<file path="src/rtl/store_dispatch_pkg.sv">
package store_dispatch_pkg;

    localparam logic [1:0] SZ_BYTE = 2'd0;
    localparam logic [1:0] SZ_HALF = 2'd1;
    localparam logic [1:0] SZ_WORD = 2'd2;
    localparam logic [1:0] SZ_BAD  = 2'd3;

    localparam int unsigned FAULT_W = 4;
    localparam logic [FAULT_W-1:0] FLT_NONE  = 4'd0;
    localparam logic [FAULT_W-1:0] FLT_ALIGN = 4'd1;

    typedef enum logic [3:0] {
        S_IDLE   = 4'd0,
        S_ICACHE = 4'd1,
        S_XLATE  = 4'd2,
        S_PERM   = 4'd3,
        S_MAIN   = 4'd4,
        S_MINI   = 4'd5,
        S_WBUF   = 4'd6,
        S_DRAIN  = 4'd7,
        S_MEM    = 4'd8,
        S_RESP   = 4'd9
    } dsp_state_e;

endpackage

</file>
<file path="src/rtl/store_align_chk.sv">
module store_align_chk
    import store_dispatch_pkg::*;
(
    input  logic       chk_on,
    input  logic [1:0] addr_lo,
    input  logic [1:0] size,
    output logic       misaligned
);
    logic word_bad;
    logic half_bad;

    always_comb begin
        word_bad   = (size == SZ_WORD) && (addr_lo != 2'b00);
        half_bad   = (size == SZ_HALF) && addr_lo[0];
        misaligned = chk_on && (word_bad || half_bad);
    end
endmodule

</file>
<file path="src/rtl/store_addr_form.sv">
module store_addr_form
    import store_dispatch_pkg::*;
#(
    parameter int unsigned AW = 32
) (
    input  logic [AW-1:0] pa,
    input  logic [1:0]    va_lo,
    input  logic [1:0]    size,
    output logic [AW-1:0] wr_pa
);
    localparam int unsigned HI_W = AW - 2;

    logic [1:0] lane;

    always_comb begin
        unique case (size)
            SZ_HALF: lane = {va_lo[1], 1'b0};
            SZ_BYTE: lane = va_lo;
            default: lane = 2'b00;
        endcase
        wr_pa = pa | {{HI_W{1'b0}}, lane};
    end
endmodule

</file>
<file path="src/rtl/store_dispatch.sv">
module store_dispatch
    import store_dispatch_pkg::*;
#(
    parameter int unsigned AW = 32,
    parameter int unsigned DW = 32,
    parameter int unsigned FW = FAULT_W
) (
    input  logic          clk,
    input  logic          rst_n,
    input  logic          st_valid,
    output logic          st_ready,
    input  logic [AW-1:0] st_addr,
    input  logic [DW-1:0] st_data,
    input  logic [1:0]    st_size,
    input  logic          cfg_mmu_on,
    input  logic          cfg_align_chk,
    input  logic          cfg_wbuf_on,
    output logic          st_done,
    output logic [FW-1:0] st_fault,
    output logic          st_err,
    output logic [AW-1:0] cq_addr,
    output logic [1:0]    cq_off,
    output logic [DW-1:0] cq_data,
    output logic [1:0]    cq_size,
    output logic          ic_req,
    input  logic          ic_ack,
    input  logic          ic_hit,
    output logic          tr_req,
    output logic [AW-1:0] tr_addr,
    input  logic          tr_ack,
    input  logic [FW-1:0] tr_fault,
    input  logic [AW-1:0] tr_pa,
    input  logic          tr_bufable,
    output logic          pc_req,
    input  logic          pc_ack,
    input  logic [FW-1:0] pc_fault,
    output logic          dmain_req,
    input  logic          dmain_ack,
    input  logic          dmain_hit,
    output logic          dmini_req,
    input  logic          dmini_ack,
    input  logic          dmini_hit,
    output logic          wb_req,
    input  logic          wb_ack,
    output logic          wb_drain_req,
    input  logic          wb_drain_ack,
    output logic          mem_req,
    input  logic          mem_ack,
    output logic [AW-1:0] wr_addr,
    output logic [DW-1:0] wr_data,
    output logic [1:0]    wr_size
);
    localparam int unsigned HI_W = AW - 2;

    dsp_state_e    state, nxt_state;

    logic [AW-1:0] va_q;
    logic [DW-1:0] data_q;
    logic [1:0]    size_q;
    logic          mmu_q, chk_q, wben_q;
    logic [AW-1:0] pa_q;
    logic          buf_q;
    logic [FW-1:0] fault_q, nxt_fault;
    logic          err_q, nxt_err;
    logic          fault_set;

    logic          misaligned;
    logic [AW-1:0] formed_pa;
    logic [AW-1:0] va_word;

    assign va_word = {va_q[AW-1:2], 2'b00};

    store_align_chk u_align (
        .chk_on     (chk_q),
        .addr_lo    (va_q[1:0]),
        .size       (size_q),
        .misaligned (misaligned)
    );

    store_addr_form #(.AW(AW)) u_addr (
        .pa    (pa_q),
        .va_lo (va_q[1:0]),
        .size  (size_q),
        .wr_pa (formed_pa)
    );

    // next-state and result selection
    always_comb begin
        nxt_state = state;
        nxt_fault = FLT_NONE;
        nxt_err   = 1'b0;
        fault_set = 1'b0;
        unique case (state)
            S_IDLE: begin
                if (st_valid) begin
                    fault_set = 1'b1;
                    if (st_size == SZ_BAD) begin
                        nxt_err   = 1'b1;
                        nxt_state = S_RESP;
                    end else begin
                        nxt_state = S_ICACHE;
                    end
                end
            end
            S_ICACHE: begin
                if (ic_ack) begin
                    if (!mmu_q) begin
                        nxt_state = S_MEM;
                    end else if (misaligned) begin
                        fault_set = 1'b1;
                        nxt_fault = FLT_ALIGN;
                        nxt_state = S_RESP;
                    end else begin
                        nxt_state = S_XLATE;
                    end
                end
            end
            S_XLATE: begin
                if (tr_ack) begin
                    if (tr_fault != FLT_NONE) begin
                        fault_set = 1'b1;
                        nxt_fault = tr_fault;
                        nxt_state = S_RESP;
                    end else begin
                        nxt_state = S_PERM;
                    end
                end
            end
            S_PERM: begin
                if (pc_ack) begin
                    if (pc_fault != FLT_NONE) begin
                        fault_set = 1'b1;
                        nxt_fault = pc_fault;
                        nxt_state = S_RESP;
                    end else begin
                        nxt_state = S_MAIN;
                    end
                end
            end
            S_MAIN: begin
                if (dmain_ack) begin
                    nxt_state = dmain_hit ? S_RESP : S_MINI;
                end
            end
            S_MINI: begin
                if (dmini_ack) begin
                    if (dmini_hit)       nxt_state = S_RESP;
                    else if (!buf_q)     nxt_state = S_DRAIN;
                    else if (wben_q)     nxt_state = S_WBUF;
                    else                 nxt_state = S_MEM;
                end
            end
            S_WBUF:  if (wb_ack)       nxt_state = S_RESP;
            S_DRAIN: if (wb_drain_ack) nxt_state = S_MEM;
            S_MEM:   if (mem_ack)      nxt_state = S_RESP;
            S_RESP:  nxt_state = S_IDLE;
            default: nxt_state = S_IDLE;
        endcase
    end

    // state register and captured operands
    always_ff @(posedge clk) begin
        if (!rst_n) begin
            state   <= S_IDLE;
            va_q    <= '0;
            data_q  <= '0;
            size_q  <= SZ_BYTE;
            mmu_q   <= 1'b0;
            chk_q   <= 1'b0;
            wben_q  <= 1'b0;
            pa_q    <= '0;
            buf_q   <= 1'b0;
            fault_q <= FLT_NONE;
            err_q   <= 1'b0;
        end else begin
            state <= nxt_state;
            if (state == S_IDLE && st_valid) begin
                va_q   <= st_addr;
                data_q <= st_data;
                size_q <= st_size;
                mmu_q  <= cfg_mmu_on;
                chk_q  <= cfg_align_chk;
                wben_q <= cfg_wbuf_on;
                err_q  <= nxt_err;
            end
            if (state == S_XLATE && tr_ack) begin
                pa_q  <= tr_pa;
                buf_q <= tr_bufable;
            end
            if (fault_set) begin
                fault_q <= nxt_fault;
            end
        end
    end

    // outputs decoded from state
    always_comb begin
        st_ready     = (state == S_IDLE);
        st_done      = (state == S_RESP);
        st_fault     = (state == S_RESP) ? fault_q : FLT_NONE;
        st_err       = (state == S_RESP) && err_q;
        ic_req       = (state == S_ICACHE);
        tr_req       = (state == S_XLATE);
        pc_req       = (state == S_PERM);
        dmain_req    = (state == S_MAIN);
        dmini_req    = (state == S_MINI);
        wb_req       = (state == S_WBUF);
        wb_drain_req = (state == S_DRAIN);
        mem_req      = (state == S_MEM);
        cq_addr      = (state == S_ICACHE) ? va_q : va_word;
        cq_off       = va_q[1:0];
        cq_data      = data_q;
        cq_size      = size_q;
        tr_addr      = {va_q[AW-1:2], {2{1'b0}}};
        wr_addr      = mmu_q ? formed_pa : va_q;
        wr_data      = data_q;
        wr_size      = size_q;
    end

    logic [HI_W-1:0] unused_hi;
    assign unused_hi = va_word[AW-1:2];
endmodule

</file>
<file path="config.mk">
export PLATFORM = sky130hd
export DESIGN_NAME = store_dispatch
export DESIGN_NICKNAME = d
export VERILOG_FILES = /design/src/rtl/store_dispatch_pkg.sv /design/src/rtl/store_align_chk.sv /design/src/rtl/store_addr_form.sv /design/src/rtl/store_dispatch.sv
export SDC_FILE = /design/constraint.sdc
export NUM_CORES = 1
export LEC_CHECK = 0
export BUFFER_PORTS_ARGS = -buffer_cell sky130_fd_sc_hd__buf_2
export CELL_PAD_IN_SITES_DETAIL_PLACEMENT = 2
export CELL_PAD_IN_SITES_GLOBAL_PLACEMENT = 2
export CORE_MARGIN = 2
export CORE_UTILIZATION = 22
export DETAILED_ROUTE_END_ITERATION = 8
export GPL_TIMING_DRIVEN = 0
export PLACE_DENSITY = 0.79
export SYNTH_ARGS = -nofsm -noshare
export SYNTH_HDL_FRONTEND = slang
export SYNTH_SLANG_ARGS = --single-unit
</file>
<file path="constraint.sdc">
create_clock -name clk -period 1.8 [get_ports clk]
set_clock_uncertainty 0.2 [all_clocks]
set_input_delay 0.36 -clock clk [delete_from_list [all_inputs] [get_ports clk]]
set_output_delay 0.36 -clock clk [all_outputs]
set_load 0.005 [all_outputs]
</file>
; Yosys cells after proc, flatten, opt, wreduce, memory -nomap -nowiden
; Index checks and enable logic that the tools add are counted.
; W data, S select, Z words.
[op_classes]
muxes = 43
n_reduce_logical = 13
n_bitwise = 1
n_eq_ne = 21
[op_table]
columns = op, n
row1 = $mux W4, 23
row2 = $pmux W4 S9, 1
row3 = $mux W32, 1
row4 = $or A32 B2 Y32, 1
row5 = $eq A4 B3 Y1 const B, 4
row6 = $ne A2 B1 Y1 const B, 8
row7 = $mux W1, 14
row8 = $pmux W4 S3, 1
row9 = $reduce_and A9 Y1, 1
row10 = $eq A4 B2 Y1 const B, 2
row11 = $eq A4 B4 Y1 const B, 2
row12 = $reduce_bool A4 Y1, 2
row13 = $logic_and A1 B1 Y1, 6
row14 = $eq A2 B2 Y1 const B, 2
row15 = $eq A4 B1 Y1 const B, 1
row16 = $logic_not A4 Y1, 1
row17 = $pmux W1 S4, 1
row18 = $pmux W2 S2, 1
row19 = $eq A2 B1 Y1 const B, 1
row20 = $logic_not A2 Y1, 1
row21 = $mux W2, 1
row22 = $ne A2 B2 Y1 const B, 1
row23 = $reduce_bool A2 Y1, 1
row24 = $logic_or A1 B1 Y1, 1
[totals]
regBits = 111
word_cells = 89
inputBits = 124

; Depth between registers and ports, before layout
; Gate-level depths: netlist (run 1).
[depth]
ltp_word = 8
depth_mapped = 7

; Modules after synthesis
; A second synthesis (run 1) with hierarchy kept.
[unflattened]
cells_unflattened = 694
area_unflattened_um2 = 5706.7
[by_module_without_submodules]
columns = mod, cells_each, instances, area_per_inst_um2
row1 = store_dispatch, 656, 1, 5435.2
row2 = store_addr_form, 34, 1, 247.7
row3 = store_align_chk, 4, 1, 23.8

; Least setup slack after synthesis (run 1)
; OpenSTA, ideal clock, no wires.
[synth_path]
kind = reg-to-output
startpoint = register state[3]
endpoint = output st_err
stages_incl_launch_ff = 5
required_time_ns = 1.240
slack_ns = -0.120
arrival_time_ns = 1.360
path_buffers = 1
cell_sequence = dfxtp_1 > buf_4 > inv_2 > nor4b_2 > and2_1
[synth_via]
elab_chain_len = 2
[synth_rtl]
columns = element, line
row1 = from (decl), store_dispatch.sv:55  ; dsp_state_e state, nxt_state;
row2 = from (signal assigned), store_dispatch.sv:176  ; state <= nxt_state;
row3 = $eq A4 B4 Y1, --
row4 = net st_done, store_dispatch.sv:18  ; output logic st_done,
row5 = $logic_and A1 B1 Y1, store_dispatch.sv:201  ; st_err = (state == S_RESP) && err_q;
row6 = to (decl), store_dispatch.sv:20  ; output logic st_err,
; The timed path passes the listed nets, and every way through them passes these cells.

; Worst setup path in the final report (run 1)
[layout_path]
startpoint = register state[2]
endpoint = output cq_addr[1]
[layout_via]
elab_chain_len = 2
[layout_rtl]
columns = element, line
row1 = $eq A4 B1 Y1, store_dispatch.sv:210  ; cq_addr = (state == S_ICACHE) ? va_q : va_word;
row2 = $mux W2, store_dispatch.sv:210
row3 = to (decl), store_dispatch.sv:21  ; output logic [AW-1:0] cq_addr,
; No other way between the ends.

==> results of run 1 <==
==> registers in the layout, indices dropped and copies added (netlist names) <==
signal and cells:
va_q 32, chk_q 1, mmu_q 1, cq_data 32
err_q 1, pa_q 32, wben_q 1, fault_q 4
buf_q 1, state 4, cq_size 2
==> tightest hold or removal path, cell delays in order <==
cell,delay [ps]
buf_2,100
nand2_2,40
a21boi_1,40
==> repair_timing <==
item | in CTS | in global routing
buffers inserted | 40 | 19
pin swaps | 34 | 151
gates resized for setup | 212 | 216
gates cloned | 12 | 2
endpoints found under the setup margin | 160 | 160
==> power by group through the flow <==
stage	logic [mW]	clock network [mW]	registers [mW]
finish	5.68	1.99	3.12
global route	6.08	2.17	3.18
CTS	4.84	2.09	3.12
detailed placement	3.29	0	3.18
global placement	3.21	0	3.17
floorplan	1.85	0	3.10
==> final cells by class <==
class	count	area [µm²]
multi-input combinational	434	3538
antenna	2	5.005
inverter	4	17.52
clock buffer	9	225.2
buffer	110	1050
clock inverter	5	45.04
timing repair buffer	367	2603
tap	330	412.9
sequential	111	2237
fill	2746	14830
==> path summary, 6_finish.rpt <==
kind,startpoint,to,slack [ps],depth (start not counted)
max,state[2],cq_addr[1],-360,5
min,st_addr[25],va_q[25],30,3
max reg2reg,state[2],state[2],-280,8
min reg2reg,buf_q,buf_q,260,2
==> logic make-up after synthesis <==
group | synth area share, %
buf+inv | 13.13
compound gates | 18.73
xor+xnor | 0.1577
flops | 39.99
other cells | 0.06749
mux | 6.620
simple gates | 21.30
==> routing by layer <==
metal  global-route usage [%]  up-vias
li1                         -     2895
met1                    21.54     2988
met2                    34.75      222
met3                    6.213       21
met4                    3.620        2
met5                        0        -
==> per-stage QoR <==
| step | TNS (ps) | util (%) | total power, mW | instances | setup slack, ps |
|---|---|---|---|---|---|
| after floorplan | 0 | - | 4.950 | 660 | 4.341 |
| after global placement | -54630 | 30.02 | 6.382 | 1290 | -808.8 |
| final | -30480 | 40.59 | 10.79 | 1372 | -356.2 |
| after CTS | -24310 | 36.90 | 10.05 | 1356 | -393.2 |
| after global routing | -40100 | 40.57 | 11.43 | 1370 | -435.2 |
| after detailed placement | -54740 | 30.02 | 6.473 | 1290 | -691.8 |
==> Yosys cell counts (2+ instances only) <==
cell type / number
a31oi_1: 2
nor4b_2: 3
nor3b_1: 3
and2_1: 9
nand2_1: 213
a21boi_1: 104
nor2b_1: 3
nand3_1: 8
a21boi_0: 3
nor2_1: 5
o21ai_0: 6
o31ai_1: 2
o21ai_1: 2
a22oi_1: 3
buf_2: 10
dfxtp_1: 111
a22o_1: 2
clkbuf_1: 25
inv_1: 3
a21oi_1: 2
mux2_2: 30
buf_4: 74
or4_4: 2
nor4b_4: 2
mux2i_1: 3
nand4_1: 2
==> out/results.tsv, run 1 <==
stage	metric	value	unit
critical_path	Required @ worst endpoint	1240	ps
yosys	Synth cell types	53	
yosys	Post-synth ARST share	0	%
yosys	Synth Instances	659	
timing	Tcrit/Tclk final	119.8	%
critical_path	CP top delay family	simple AND/OR/NAND/NOR gates	
die	chip width	162.9	µm
timing	PnR worst setup slack	-356.2	ps
routing	DR iter-0 viols	135	
critical_path	CP bufs+invs	3	
routing	drt wl/cell	19.89	µm
yosys	top-area cell type share of the netlist area	39.99	%
clocking	clock buffer depth	2	
routing	Top Layer Used	met5	
clocking	Clock Latency Late Sink	350	ps
critical_path	crit path cell chain	buf_12, buf_4, nor4b_4, and2_1, buf_2	
timing	count of final hold-check violations	0	
pwr	internal power	6.853	mW
final_layout	commonest non-fill, non-tap cell in the layout	buf_2	
grt	GR Overflow Total	0	
worst_hold_path	Hold Crit Class	input pin to register	
grt	pin count of the biggest net entering global routing	19	
final_layout	commonest non-fill, non-tap cells in the layout	buf_2, nand2_1, dfxtp_1	
run_status	status	complete, but fails checks	
critical_path	slowest CP cell	dfxtp_4	
yosys	Post-synth EDFFs	0	
critical_path	CP startpoint kind	register	
die	Starting Density	22.26	%
timing	Tmin final	2156	ps
routing	antenna viol nets, final	0	
critical_path	max incr delay on CP	360	ps
yosys	Synth area leaders	dfxtp_1, nand2_1, a21boi_1, buf_4, mux2_2	
routing	met2 WL	14.25	mm
die	IO Pins	305	
timing	Worst-Margin Slew	688.4	ps
routing	via count	6128	
pwr	Clock Power Share	18.5	%
final_layout	NumNets Final	1161	
critical_path	crit path DAT	1600	ps
critical_path	Setup CP Type	register to output pin	
timing	fmax	463.8	MHz
placed_design	placed cell areas	7495	µm²
yosys	Synth Warn #	0	
clocking	Clock transition at path regs	80	ps
critical_path	CP Max Fanout	5	
clocking	total CTS buffers	9	
yosys	leading register cell type out of synthesis	dfxtp_1	
yosys	leading area contributor after synthesis	dfxtp_1	
routing	routed wl met3	2.088	mm
final_layout	share of layout cells above drive strength 1	65.00	%
clocking	CTS sink cnt	111	
die	die height	162.9	µm
routing	Met1 Routed Length	10.60	mm
pwr	sw frac	36.49	%
clocking	CTS root buf	clkbuf_16	
grt	initial antenna violation count	2	
run_status	violated checks	negative setup slack	
pwr	IR drop worst, VDD	0.3793	mV
yosys	register bit total from synthesis	111	
grt	vias in the first global route	6478	
timing	WHS	31.91	ps
timing	Slew HR	54.11	%
routing	DR pass1 iterations	4	
routing	drt total wl	27.29	mm
pwr	pwr dens	1065	nW/µm²
final_layout	area grow syn2layout	82.37	%
pwr	Static Leak	4.873	nW
clocking	H-tree depth reported by CTS	3	
placed_design	GPL Wtd Cong	0.7817	
placed_design	DP HPWL	17.94	mm
pwr	Switch Pwr	3.937	mW
run	max cap viols	0	
grt	global-route usage over all layers	18.98	%
routing	Via density	4.466	
die	num rows	58	
yosys	sequential area share after synthesis	39.99	%
routing	Remaining DRCs	0	
final_layout	final std cell area, no fill	10130	µm²
clocking	hold_buf cts	0	
clocking	clock tree from TritonCTS	yes	
timing	Setup-failing EPs final	159	
pwr	Reg power frac	29.0	%
placed_design	port bufs	300	
pwr	Logic pwr share	52.6	%
timing	max-slew violations	0	
timing	RSZ-0062 raised after global routing	true	
die	die area	26540	µm²
critical_path	CP endpoint kind	output pin	
yosys	cell area after synthesis	5557	µm²
yosys	Post-Syn Area per Cell	8.432	µm²
die	core area	24960	µm²
grt	first-pass GRT wire length	38.39	mm
Note: power is estimated with default switching activity, not from simulation.
==> inputs of run 2 (changes only) <==
Settings changed: CORE_UTILIZATION 22 to 24, PLACE_DENSITY 0.79 to 0.8.
Clock period 1.8 ns to 2.01 ns, I/O delays scaled along.
==> run 2 against run 1 <==
The run still ends with negative setup slack left. Die area down 8.1%. Final cell count down 3.1%. Hold slack better by 42 ps. Sequential share of layout area rose by 1.3 points. Flip-flop and latch count unchanged. Sequential power fell by 10%. Largest cell class unchanged.
==> out/results.tsv, run 2 (synthesis results as in run 1) <==
stage	metric	value	unit
run_status	status	complete, but fails checks	
die	core area	22710	µm²
routing	Remaining DRCs	0	
worst_hold_path	Hold Crit Class	input pin to register	
routing	antenna viol nets, final	0	
die	die area	24390	µm²
critical_path	CP startpoint kind	register	
placed_design	placed cell count	1245	
pwr	Logic pwr share	51.0	%
routing	Via density	4.585	
timing	count of final hold-check violations	0	
final_layout	commonest non-fill, non-tap cell in the layout	buf_2	
final_layout	NumNets Final	1163	
grt	GRT met3 Usage	5.194	%
worst_hold_path	hold path cells	3	
worst_hold_path	hold path startpoint	tr_pa[14]	
timing	Worst-Margin Slew	751.8	ps
clocking	H-tree depth reported by CTS	3	
timing	RSZ-0062 raised after global routing	true	
final_layout	share of layout cells above drive strength 1	58.01	%
clocking	Clock transition at path regs	80	ps
grt	vias in the first global route	6247	
run	max cap viols	0	
die	Starting Density	24.47	%
placed_design	DP HPWL	17.66	mm
critical_path	CP Max Fanout	5	
clocking	total CTS buffers	9	
die	IO Pins	305	
grt	pin count of the biggest net entering global routing	19	
critical_path	CP endpoint kind	output pin	
pwr	sw frac	35.80	%
grt	GR Overflow Total	0	
final_layout	Final Core Density	42.12	%
timing	PnR worst setup slack	-293.7	ps
placed_design	GPL Wtd Cong	0.7680	
clocking	CTS sink cnt	111	
pwr	pwr dens	975.5	nW/µm²
final_layout	FILL cells	2511	
critical_path	Setup CP Type	register to output pin	
die	chip width	156.2	µm
grt	met2 Use GR	35.82	%
pwr	Clock Power Share	19.0	%
critical_path	R2R Path Start	state[0]	
grt	gr busiest metal	met2	
pwr	Switch Pwr	3.341	mW
routing	drt total wl	27.14	mm
die	die height	156.2	µm
critical_path	crit path DAT	1700	ps
timing	fmax	434.1	MHz
clocking	clock tree from TritonCTS	yes	
pwr	Static Leak	4.562	nW
grt	initial antenna violation count	4	
clocking	hold_buf cts	0	
grt	met1 Use GR	21.33	%
placed_design	port bufs	300	
timing	Setup-failing EPs final	67	
grt	global-route usage over all layers	19.20	%
clocking	CTS root buf	clkbuf_16	
die	num rows	55	
pwr	IR drop worst, VDD	0.4321	mV
pwr	Reg power frac	30.0	%
clocking	clock buffer depth	2	
critical_path	worst r2r path cells	10	
final_layout	area grow syn2layout	72.15	%
final_layout	post-route insts no fill	1329	
pwr	internal power	5.990	mW
timing	max-slew violations	0	
timing	Tmin final	2304	ps
critical_path	Required @ worst endpoint	1410	ps
final_layout	commonest non-fill, non-tap cells in the layout	buf_2, nand2_1, buf_4	
grt	first-pass GRT wire length	35.97	mm
timing	Tcrit/Tclk final	114.6	%
routing	DR pass1 iterations	4	
run_status	violated checks	negative setup slack	
routing	drt wl/cell	20.42	µm
routing	via count	6093	
clocking	Clock Latency Late Sink	350	ps
critical_path	crit path from	state[2]	
routing	DR iter-0 viols	145	
timing	Slew HR	49.88	%
[run 2: cell types whose count changed in the layout (fill, tap and decap cells not counted), moves of 8 or more]
cell | previous run | this run
a21boi_1 | 62 | 86
buf_4 | 97 | 111
buf_8 | 21 | 13
nand2_2 | 25 | 13
a21boi_2 | 45 | 20
nand2_1 | 133 | 184
nand2_4 | 55 | 15
[run 2: metal layers]
metal  vias up  wire length [µm]
li1       2886                 -
met1      2948             10730
met2       217             14050
met3        36              1692
met4         6               617
met5         -                44
[run 2: area by class of cell]
cell class | instances | area [µm²] | share of cell area [%]
flip-flops and latches | 111 | 2238 | 23.40
clock inverters | 5 | 45.04 | 0.4709
inverters | 4 | 17.52 | 0.1831
diodes | 1 | 2.502 | 0.02616
well taps | 285 | 356.6 | 3.728
clock buffers | 10 | 229.0 | 2.394
multi-input cells | 434 | 3128 | 32.70
repair buffers | 371 | 2584 | 27.01
plain buffers | 108 | 964.7 | 10.09
[run 2: critical path, cell delays in order, from the launching register on]
cell and delay, ps:
dfxtp_4 360, buf_12 130, buf_8 120, nor4b_4 290, buf_4 210, and2_4 150, buf_6 90
[run 2: repair_timing]
| item | in CTS | in global routing |
|---|---|---|
| resized for setup | 140 | 163 |
| gates cloned | 3 | 9 |
| endpoints found under the setup margin | 154 | 157 |
| setup buffers | 31 | 32 |
| pin swaps | 17 | 68 |
[run 2: final timing paths]
path                                    end  slack [ps]
worst max register to register   fault_q[0]        -210
worst min register to register      pa_q[3]         260
worst max-delay path            st_fault[0]        -290
worst min-delay path               pa_q[14]          70
[run 2: stage by stage]
step                      power [mW]  worst slack [ps]  setup TNS, ps  cell area [µm²]  hold WS (ps)
after global routing           9.890            -360.2         -12890             9565         67.33
after global placement         5.668            -711.7         -30060             7418         240.5
after CTS                      8.430            -228.6          -6006             8633         58.39
final                          9.331            -293.7          -5334             9565         74.02
after detailed placement       5.758            -804.4         -36100             7418         245.9
after floorplan                4.400             47.75              0             5560         230.5
[run 2: power groups by stage]
stage               clock network (mW)  registers [mW]  logic (mW)
detailed placement                   0            2.84        2.92
finish                            1.78            2.80        4.76
floorplan                            0            2.78        1.62
global route                      1.94            2.84        5.11
CTS                               1.85            2.79        3.79
global placement                     0            2.82        2.84
